`config.mk`:
```
export PLATFORM = sky130hd
export DESIGN_NAME = cpu_reg_bridge
export DESIGN_NICKNAME = d
export VERILOG_FILES = /design/src/rtl/bridge_pkg.sv /design/src/rtl/bridge_sync.sv /design/src/rtl/bridge_decode.sv /design/src/rtl/bridge_regfile.sv /design/src/rtl/bridge_ack.sv /design/src/rtl/cpu_reg_bridge.sv
export SDC_FILE = /design/constraint.sdc
export NUM_CORES = 1
export LEC_CHECK = 0
export BUFFER_PORTS_ARGS = -buffer_cell sky130_fd_sc_hd__buf_2
export CAP_MARGIN = 40
export CORE_MARGIN = 1
export CORE_UTILIZATION = 41
export CTS_BUF_LIST = sky130_fd_sc_hd__clkbuf_16
export CTS_CLUSTER_DIAMETER = 80
export DETAILED_ROUTE_END_ITERATION = 8
export GPL_ROUTABILITY_DRIVEN = 1
export PLACE_DENSITY = 0.66
export RECOVER_POWER = 50
export SETUP_SLACK_MARGIN = 0.05
export SLEW_MARGIN = 20
export SYNTH_ARGS = -nofsm -noshare
export SYNTH_HDL_FRONTEND = slang
export SYNTH_HIERARCHICAL = 1
export SYNTH_SLANG_ARGS = --single-unit
```
`constraint.sdc`:
```
create_clock -name clk -period 3.4 [get_ports clk]
set_clock_uncertainty 0.1 [all_clocks]
set_input_delay 0.17 -clock clk [delete_from_list [all_inputs] [get_ports clk]]
set_output_delay 0.17 -clock clk [all_outputs]
set_load 0.02 [all_outputs]
```
`src/rtl/bridge_pkg.sv`:
```
package bridge_pkg;

  typedef enum logic {
    BUS_LATCH = 1'b0,
    BUS_STROBE = 1'b1
  } bus_style_e;

  function automatic logic went_low(input logic prev, input logic cur);
    return prev & ~cur;
  endfunction

  function automatic logic went_high(input logic prev, input logic cur);
    return ~prev & cur;
  endfunction

endpackage

```
`src/rtl/bridge_sync.sv`:
```
module bridge_sync #(
  parameter int          W       = 1,
  parameter logic [W-1:0] RST_VAL = '0
) (
  input  logic         clk,
  input  logic         rst_n,
  input  logic [W-1:0] async_in,
  output logic [W-1:0] sync_out
);
  logic [W-1:0] meta_q;

  always_ff @(posedge clk or negedge rst_n) begin
    if (!rst_n) begin
      meta_q   <= RST_VAL;
      sync_out <= RST_VAL;
    end else begin
      meta_q   <= async_in;
      sync_out <= meta_q;
    end
  end
endmodule

```
`src/rtl/bridge_decode.sv`:
```
module bridge_decode
  import bridge_pkg::*;
(
  input  logic       clk,
  input  logic       rst_n,
  input  bus_style_e style,
  input  logic       cs_s,
  input  logic       lat_s,
  input  logic       sa_s,
  input  logic       sb_s,
  output logic       addr_latch,
  output logic       evt_start,
  output logic       wr_commit,
  output logic       rd_active,
  output logic       release_req,
  output logic       cs_idle
);
  logic lat_p, sa_p, sb_p;
  logic strobe_act;

  always_ff @(posedge clk or negedge rst_n) begin
    if (!rst_n) begin
      lat_p <= 1'b0;
      sa_p  <= 1'b1;
      sb_p  <= 1'b1;
    end else begin
      lat_p <= lat_s;
      sa_p  <= sa_s;
      sb_p  <= sb_s;
    end
  end

  assign cs_idle = cs_s;

  always_comb begin
    if (style == BUS_LATCH) begin
      addr_latch = went_low(lat_p, lat_s);
      evt_start  = ~cs_s & (went_low(sa_p, sa_s) | went_low(sb_p, sb_s));
      wr_commit  = ~cs_s & went_high(sb_p, sb_s);
      rd_active  = ~cs_s & ~sa_s & sb_s & sb_p;
      strobe_act = ~sa_s | ~sb_s;
    end else begin
      addr_latch = went_high(lat_p, lat_s);
      evt_start  = ~cs_s & went_low(sa_p, sa_s);
      wr_commit  = ~cs_s & went_low(sa_p, sa_s) & ~sb_s;
      rd_active  = ~cs_s & ~sa_s & sb_s;
      strobe_act = ~sa_s;
    end
    release_req = cs_s | ~strobe_act;
  end
endmodule

```
`src/rtl/bridge_regfile.sv`:
```
module bridge_regfile #(
  parameter int AW = 7,
  parameter int DW = 8
) (
  input  logic          clk,
  input  logic          rst_n,
  input  logic          we,
  input  logic [AW-1:0] waddr,
  input  logic [DW-1:0] wdata,
  input  logic [AW-1:0] raddr,
  output logic [DW-1:0] rdata
);
  localparam int DEPTH = 1 << AW;

  logic [DW-1:0] mem [DEPTH];

  always_ff @(posedge clk or negedge rst_n) begin
    if (!rst_n) begin
      for (int i = 0; i < DEPTH; i++) mem[i] <= '0;
    end else if (we) begin
      mem[waddr] <= wdata;
    end
  end

  assign rdata = mem[raddr];
endmodule

```
`src/rtl/bridge_ack.sv`:
```
module bridge_ack #(
  parameter int DLY = 2
) (
  input  logic clk,
  input  logic rst_n,
  input  logic evt_start,
  input  logic release_req,
  output logic ack_n
);
  logic [DLY-1:0] stg;
  logic           ack_lo;

  assign stg[0] = evt_start & ~release_req;

  generate
    for (genvar i = 1; i < DLY; i++) begin : g_stage
      always_ff @(posedge clk or negedge rst_n) begin
        if (!rst_n)           stg[i] <= 1'b0;
        else if (release_req) stg[i] <= 1'b0;
        else                  stg[i] <= stg[i-1];
      end
    end
  endgenerate

  always_ff @(posedge clk or negedge rst_n) begin
    if (!rst_n)           ack_lo <= 1'b0;
    else if (release_req) ack_lo <= 1'b0;
    else if (stg[DLY-1])  ack_lo <= 1'b1;
  end

  assign ack_n = ~ack_lo;
endmodule

```
`src/rtl/cpu_reg_bridge.sv`:
```
module cpu_reg_bridge
  import bridge_pkg::*;
#(
  parameter int AW      = 7,
  parameter int DW      = 8,
  parameter int ACK_DLY = 2
) (
  input  logic          clk,
  input  logic          rst_n,
  input  logic          mode_sel,
  input  logic          cs_n,
  input  logic [AW-1:0] addr,
  input  logic          alat,
  input  logic          stb_a,
  input  logic          stb_b,
  input  logic [DW-1:0] din,
  output logic [DW-1:0] dout,
  output logic          dout_oe,
  output logic          ack_n
);
  localparam int NSYNC = 4;
  localparam logic [NSYNC-1:0] SYNC_RST = 4'b1011;

  bus_style_e     style;
  logic [NSYNC-1:0] raw_in, sync_v;
  logic           cs_s, lat_s, sa_s, sb_s;
  logic           addr_latch, evt_start, wr_commit, rd_active;
  logic           release_req, cs_idle;
  logic [AW-1:0]  addr_q;
  logic [DW-1:0]  rdata;

  assign style  = bus_style_e'(mode_sel);
  assign raw_in = {cs_n, lat_q_in(alat), stb_a, stb_b};

  function automatic logic lat_q_in(input logic v);
    return v;
  endfunction

  bridge_sync #(.W(NSYNC), .RST_VAL(SYNC_RST)) u_sync (
    .clk(clk), .rst_n(rst_n), .async_in(raw_in), .sync_out(sync_v)
  );

  assign {cs_s, lat_s, sa_s, sb_s} = sync_v;

  bridge_decode u_dec (
    .clk(clk), .rst_n(rst_n), .style(style),
    .cs_s(cs_s), .lat_s(lat_s), .sa_s(sa_s), .sb_s(sb_s),
    .addr_latch(addr_latch), .evt_start(evt_start), .wr_commit(wr_commit),
    .rd_active(rd_active), .release_req(release_req), .cs_idle(cs_idle)
  );

  always_ff @(posedge clk or negedge rst_n) begin
    if (!rst_n)          addr_q <= '0;
    else if (addr_latch) addr_q <= addr;
  end

  bridge_regfile #(.AW(AW), .DW(DW)) u_regs (
    .clk(clk), .rst_n(rst_n), .we(wr_commit), .waddr(addr_q),
    .wdata(din), .raddr(addr_q), .rdata(rdata)
  );

  bridge_ack #(.DLY(ACK_DLY)) u_ack (
    .clk(clk), .rst_n(rst_n), .evt_start(evt_start),
    .release_req(release_req), .ack_n(ack_n)
  );

  assign dout_oe = rd_active;
  assign dout    = rd_active ? rdata : '0;
endmodule

```
==> flow_summary.json, run 1 <==
{
  "max-cap-violations": 1,
  "die_height_um": 341,
  "synth.avg_cell_area_um2": 16.7,
  "cp.required_ns": 3.13,
  "synth_fp_nets": 2856,
  "fp.coreArea_um2": 114000,
  "drtPass1Iterations": 7,
  "grt_pass1_wl_um": 192000,
  "first_iter_violations": 1890,
  "vias_per_cell": 5.82,
  "slew_viol_final": 87,
  "start_util_pct": 41.3,
  "cts-htree-levels": 3,
  "drive_above_1_share_pct": 57.8,
  "power.leakage_nw": 26.2,
  "status": "finished with violations",
  "r2r_slack_ns": 0.21,
  "grt_max_degree": 101,
  "ant_nets": 0,
  "dieArea_um2": 117000,
  "cp-startpoint": "addr_q[0]",
  "routedWlPerCell_um": 27.1,
  "cts_root_buf": "clkbuf_16",
  "worstSetupPathType": "flip-flop to primary output",
  "grtUsageTotal_pct": 21.7,
  "peakVddDrop_uv": 429,
  "numPlacedInstances": 4346,
  "hold_viol_final": 0,
  "antenna_found_initial": 3,
  "hp-start": "stb_a",
  "rsz0062_at_grt": "yes",
  "cts_tree": "done",
  "cp_max_fo": 6,
  "critPathLaunchType": "flip-flop",
  "wirelength_um": 124000,
  "crit_arrival_ns": 4.01,
  "rows": 124,
  "clk_pin_slew_ns": 0.06,
  "worstMarginPinSlew_ns": 2.79,
  "first_global_vias": 29000,
  "period_share_pct": 126,
  "r2r-start": "u_sync/sync_out[0]",
  "route.detailed.drc": 0,
  "die_w_um": 341,
  "synthesis.area_um2": 47200,
  "port_buffers": 31,
  "place_ws_ns": -0.186,
  "vias": 26698,
  "final_cell_count_no_fill": 4587,
  "grt_use_met2_pct": 34.5,
  "setup_ws_ns": -0.879,
  "period_needed_ns": 4.28,
  "fmax_mhz": 234,
  "synthCells": 2834,
  "maxSlewHeadroom_pct": -86.2,
  "yosys_warnings": 6,
  "area_growth_pct": 15.4,
  "clk_path_buf_depth": 3,
  "top_usage_layer": "met2",
  "min_path_type": "input port to flip-flop",
  "violations": "max-capacitance violations, max-slew violations, negative setup slack",
  "p_total_mw": 29.2,
  "nets": 3006,
  "setup.worst_path.end_class": "primary output",
  "clkSinkCount": 1044,
  "insertion_delay_ns": 0.70,
  "place_congestion": 0.854,
  "cts_made_buffers": 110,
  "setup_violations": 28,
  "power_density_nw_per_um2": 536,
  "ios": 32,
  "grt_overflow": 0,
  "use_met1_pct": 30.2,
  "r2r_cells": 8,
  "dp_hpwl_um": 82200,
  "met3_usage_pct": 3.92,
  "holdPathStages": 2,
  "final_util_pct": 47.7
}
==> power breakdown <==
part | leakage (nW) | internal (mW) | switching [mW]
Sequential | 14.5 | 13.1 | 0.432
Clock | 1.80 | 6.61 | 5.00
Combinational | 9.90 | 2.06 | 2.07
==> repair_timing <==
action / in CTS / in global routing
endpoints found under the hold margin: 116 / 23
hold buffers: 14 / 2
endpoints found under the setup margin: 8 / 54
gates cloned: 5 / 5
pin swaps: 0 / 0
gates resized for setup: 52 / 7
setup buffers: 12 / 1
==> metal layers <==
| layer | part of all wire, % | vias up |
|---|---|---|
| li1 | - | 10992 |
| met1 | 44 | 14779 |
| met2 | 48 | 716 |
| met3 | 5.3 | 207 |
| met4 | 3.3 | 4 |
| met5 | 0.041 | - |
==> through the flow <==
step                      cell area [um2]  hold WS, ns  setup TNS (ns)
after global placement              50500        0.183           -1.19
after detailed placement            50500        0.173           -1.23
after floorplan                     47200       -0.226               0
final                               54500       0.0332           -7.24
after global routing                54500       0.0330          -96.49
after CTS                           54500      0.00323           -6.96
==> flip-flops by register name (all words and copies together) (netlist names) <==
signal           count
u_dec/sa_p           1
u_ack/stg            1
u_regs/mem        1024
u_ack/ack_lo         1
u_sync/sync_out      4
u_sync/meta_q        4
u_dec/sb_p           1
addr_q               7
u_dec/lat_p          1
==> final cells by class <==
cell class | instances | area (um2)
flip-flops and latches | 1044 | 26200
repair buffers | 252 | 2760
inverters | 1 | 3.75
clock buffers | 110 | 2750
well taps | 1512 | 1890
clock inverters | 92 | 703
multi-input cells | 1575 | 20300
fillers | 9484 | 59800
diodes | 1 | 2.50
==> worst paths after layout <==
path | to
worst max-delay path | dout[1]
worst max register to register | u_regs/mem[490]
worst min-delay path | u_sync/meta_q[1]
min in group asynchronous | u_regs/mem[777]
max in group asynchronous | u_regs/mem[529]
worst min register to register | u_sync/sync_out[2]
==> cells in the final DEF, fill, tap and decap left out, drive strengths merged, types with 4 or more instances in the layout <==
cell type / instances
nand2: 86
clkbuf: 135
nor3: 11
mux4: 336
nand3: 4
or2: 5
buf: 209
and2: 10
nor4: 5
clkinv: 47
dlygate4sd3: 16
nor2: 53
nand2b: 10
dfrtp: 1036
dfstp: 8
mux2: 1039
bufinv: 10
inv: 34
nor2b: 5
==> critical path, cell delays in order, from the launching register on <==
cell,delay [ns]
dfrtp_4,0.50
buf_12,0.14
buf_8,0.11
buf_12,0.14
buf_12,0.15
buf_12,0.14
mux4_2,0.48
mux4_2,0.56
mux4_2,0.48
mux2_4,0.31
and2_4,0.16
buf_6,0.12
Power figures use the tool's default switching activity.
==> run 2: changes to the inputs <==
--- a/config.mk
+++ b/config.mk
@@ -8,12 +8,12 @@
 export BUFFER_PORTS_ARGS = -buffer_cell sky130_fd_sc_hd__buf_2
 export CAP_MARGIN = 40
 export CORE_MARGIN = 1
-export CORE_UTILIZATION = 41
+export CORE_UTILIZATION = 40
 export CTS_BUF_LIST = sky130_fd_sc_hd__clkbuf_16
 export CTS_CLUSTER_DIAMETER = 80
 export DETAILED_ROUTE_END_ITERATION = 8
 export GPL_ROUTABILITY_DRIVEN = 1
-export PLACE_DENSITY = 0.66
+export PLACE_DENSITY = 0.65
 export RECOVER_POWER = 50
 export SETUP_SLACK_MARGIN = 0.05
 export SLEW_MARGIN = 20
@@ -21,3 +21,4 @@
 export SYNTH_HDL_FRONTEND = slang
 export SYNTH_HIERARCHICAL = 1
 export SYNTH_SLANG_ARGS = --single-unit
+export TNS_END_PERCENT = 5
==> flow_summary.json, run 2 (same netlist as run 1, synthesis figures left out) <==
{
  "status": "finished with violations",
  "violations": "max-capacitance violations, max-slew violations, negative setup slack",
  "cts-htree-levels": 3,
  "vias_per_cell": 5.78,
  "power.leakage_nw": 26.0,
  "first_global_vias": 29444,
  "max_flop_register": "u_regs/mem",
  "final_util_pct": 46.4,
  "dp_hpwl_um": 82500,
  "clkSinkCount": 1044,
  "setup_tns_ns": -6.07,
  "clk_pin_slew_ns": 0.06,
  "fmax_mhz": 239,
  "reg_top3": "u_regs/mem: 1024 flops, addr_q: 7 flops",
  "ant_nets": 0,
  "grtUsageTotal_pct": 21.1,
  "final_cell_count_no_fill": 4577,
  "n_fill_cell": 9787,
  "r2r-start": "u_sync/sync_out[0]",
  "setup_violations": 8,
  "die_height_um": 346,
  "area_growth_pct": 14.6,
  "critPathLaunchType": "flip-flop",
  "nets": 2982,
  "worstMarginPinSlew_ns": 2.76,
  "largest_register_ffs": 1024,
  "numPlacedInstances": 4347,
  "place_congestion": 0.834,
  "layout_commonest_cell": "dfrtp_1",
  "regArea_um2": 26200,
  "r2r_slack_ns": 0.02,
  "routedWlPerCell_um": 27.2,
  "worstSetupPathType": "flip-flop to primary output",
  "peakVddDrop_uv": 404,
  "rsz0062_at_grt": "yes",
  "final_area_um2": 54200,
  "hold_path_end": "u_regs/mem[218]",
  "wirelength_um": 124000,
  "regToRegEndpoint": "u_regs/mem[586]",
  "cts_made_buffers": 109,
  "maxSlewHeadroom_pct": -83.7,
  "route.detailed.drc": 0,
  "setup.worst_path.end_class": "primary output",
  "holdPathStages": 2,
  "max-cap-violations": 1,
  "hp-start": "din[2]",
  "drive_above_1_share_pct": 57.6,
  "grt_max_degree": 129,
  "fp.coreArea_um2": 117000,
  "die_w_um": 346,
  "clk_path_buf_depth": 3,
  "insertion_delay_ns": 0.70,
  "crit_arrival_ns": 3.91,
  "grt_overflow": 0,
  "dieArea_um2": 120000,
  "port_buffers": 31,
  "cts_root_buf": "clkbuf_16",
  "first_iter_violations": 1698,
  "placed_cell_area_um2": 50300,
  "setup_ws_ns": -0.782,
  "start_util_pct": 40.5,
  "hold_viol_final": 0,
  "multi_input_area_um2": 20300,
  "r2r_cells": 8,
  "period_needed_ns": 4.18,
  "final_cell_mix": "1032 x dfrtp_1, 1026 x mux2_2, 336 x mux4_2, 117 x buf_4, 111 x clkbuf_16",
  "cp_max_fo": 13,
  "place_ws_ns": -0.100,
  "drtPass1Iterations": 5,
  "power_density_nw_per_um2": 545,
  "period_share_pct": 123,
  "antenna_found_initial": 5,
  "cts_tree": "done",
  "slew_viol_final": 85,
  "cp.required_ns": 3.13,
  "rows": 125,
  "vias": 26472,
  "min_path_type": "input port to flip-flop",
  "ios": 32,
  "grt_pass1_wl_um": 191000
}
[run 2: changes by cell type in the layout (fill, tap and decap cells not counted), moves of 7 or more]
cell | before | now
buf_6 | 21 | 7
and2_1 | 2 | 9
inv_1 | 30 | 20
buf_12 | 45 | 28
buf_2 | 12 | 22
and2_4 | 8 | 1
bufinv_16 | 10 | 17
[run 2: metrics by stage]
| stage | total power, mW | hold WS [ns] |
|---|---|---|
| floorplan | 16.0 | -0.226 |
| global placement | 17.4 | 0.179 |
| detailed placement | 17.5 | 0.181 |
| CTS | 29.8 | 0.00282 |
| global route | 30.6 | 0.0215 |
| finish | 29.5 | 0.0284 |
[run 2: cell type report]
class | count | share of cell area (%)
inverter | 1 | 0.00693
antenna | 2 | 0.00924
multi-input combinational | 1575 | 37.4
clock buffer | 110 | 5.08
tap | 1524 | 3.52
sequential | 1044 | 48.3
timing repair buffer | 229 | 3.98
clock inverter | 92 | 1.71
[run 2: report_power, final]
group,switching (mW),internal (mW)
clock network,5.03,7.16
registers,0.414,13.1
logic,2.00,1.82
[run 2: worst max-delay path by stage]
stage | startpoint | end | slack (ns) | cells past startpoint
4_1_cts | addr_q[0] | dout[3] | -0.82 | 8
3_5_place_dp | addr_q[0] | dout[3] | -0.10 | 8
2_1_floorplan | addr_q[0] | dout[0] | 0.18 | 7
5_1_grt | addr_q[0] | dout[5] | -0.89 | 8
3_3_place_gp | addr_q[0] | dout[3] | -0.09 | 8
6_report | addr_q[0] | dout[0] | -0.78 | 8
[run 2: timing repair]
action,in CTS,in global routing
cloned,0,1
gates resized for setup,10,9
hold buffers,21,0
hold endpoints to repair,123,0
setup endpoints to repair,8,8
setup buffers,0,4
[run 2: worst max-delay path, stage by stage, from the launching register on]
cell	delay, ns
dfrtp_4	0.46
buf_12	0.22
buf_4	0.20
mux4_2	0.56
mux4_2	0.53
mux4_2	0.61
mux2_4	0.30
and2_1	0.16
buf_2	0.16
[run 2: metal layers]
metal | global-route usage (%) | part of all wire (%) | up-vias
met4 | 8.96 | 4.4 | 8
met3 | 4.52 | 5.7 | 252
li1 | - | - | 10948
met5 | 0 | 0.044 | -
met1 | 28.1 | 42 | 14540
met2 | 33.7 | 48 | 724
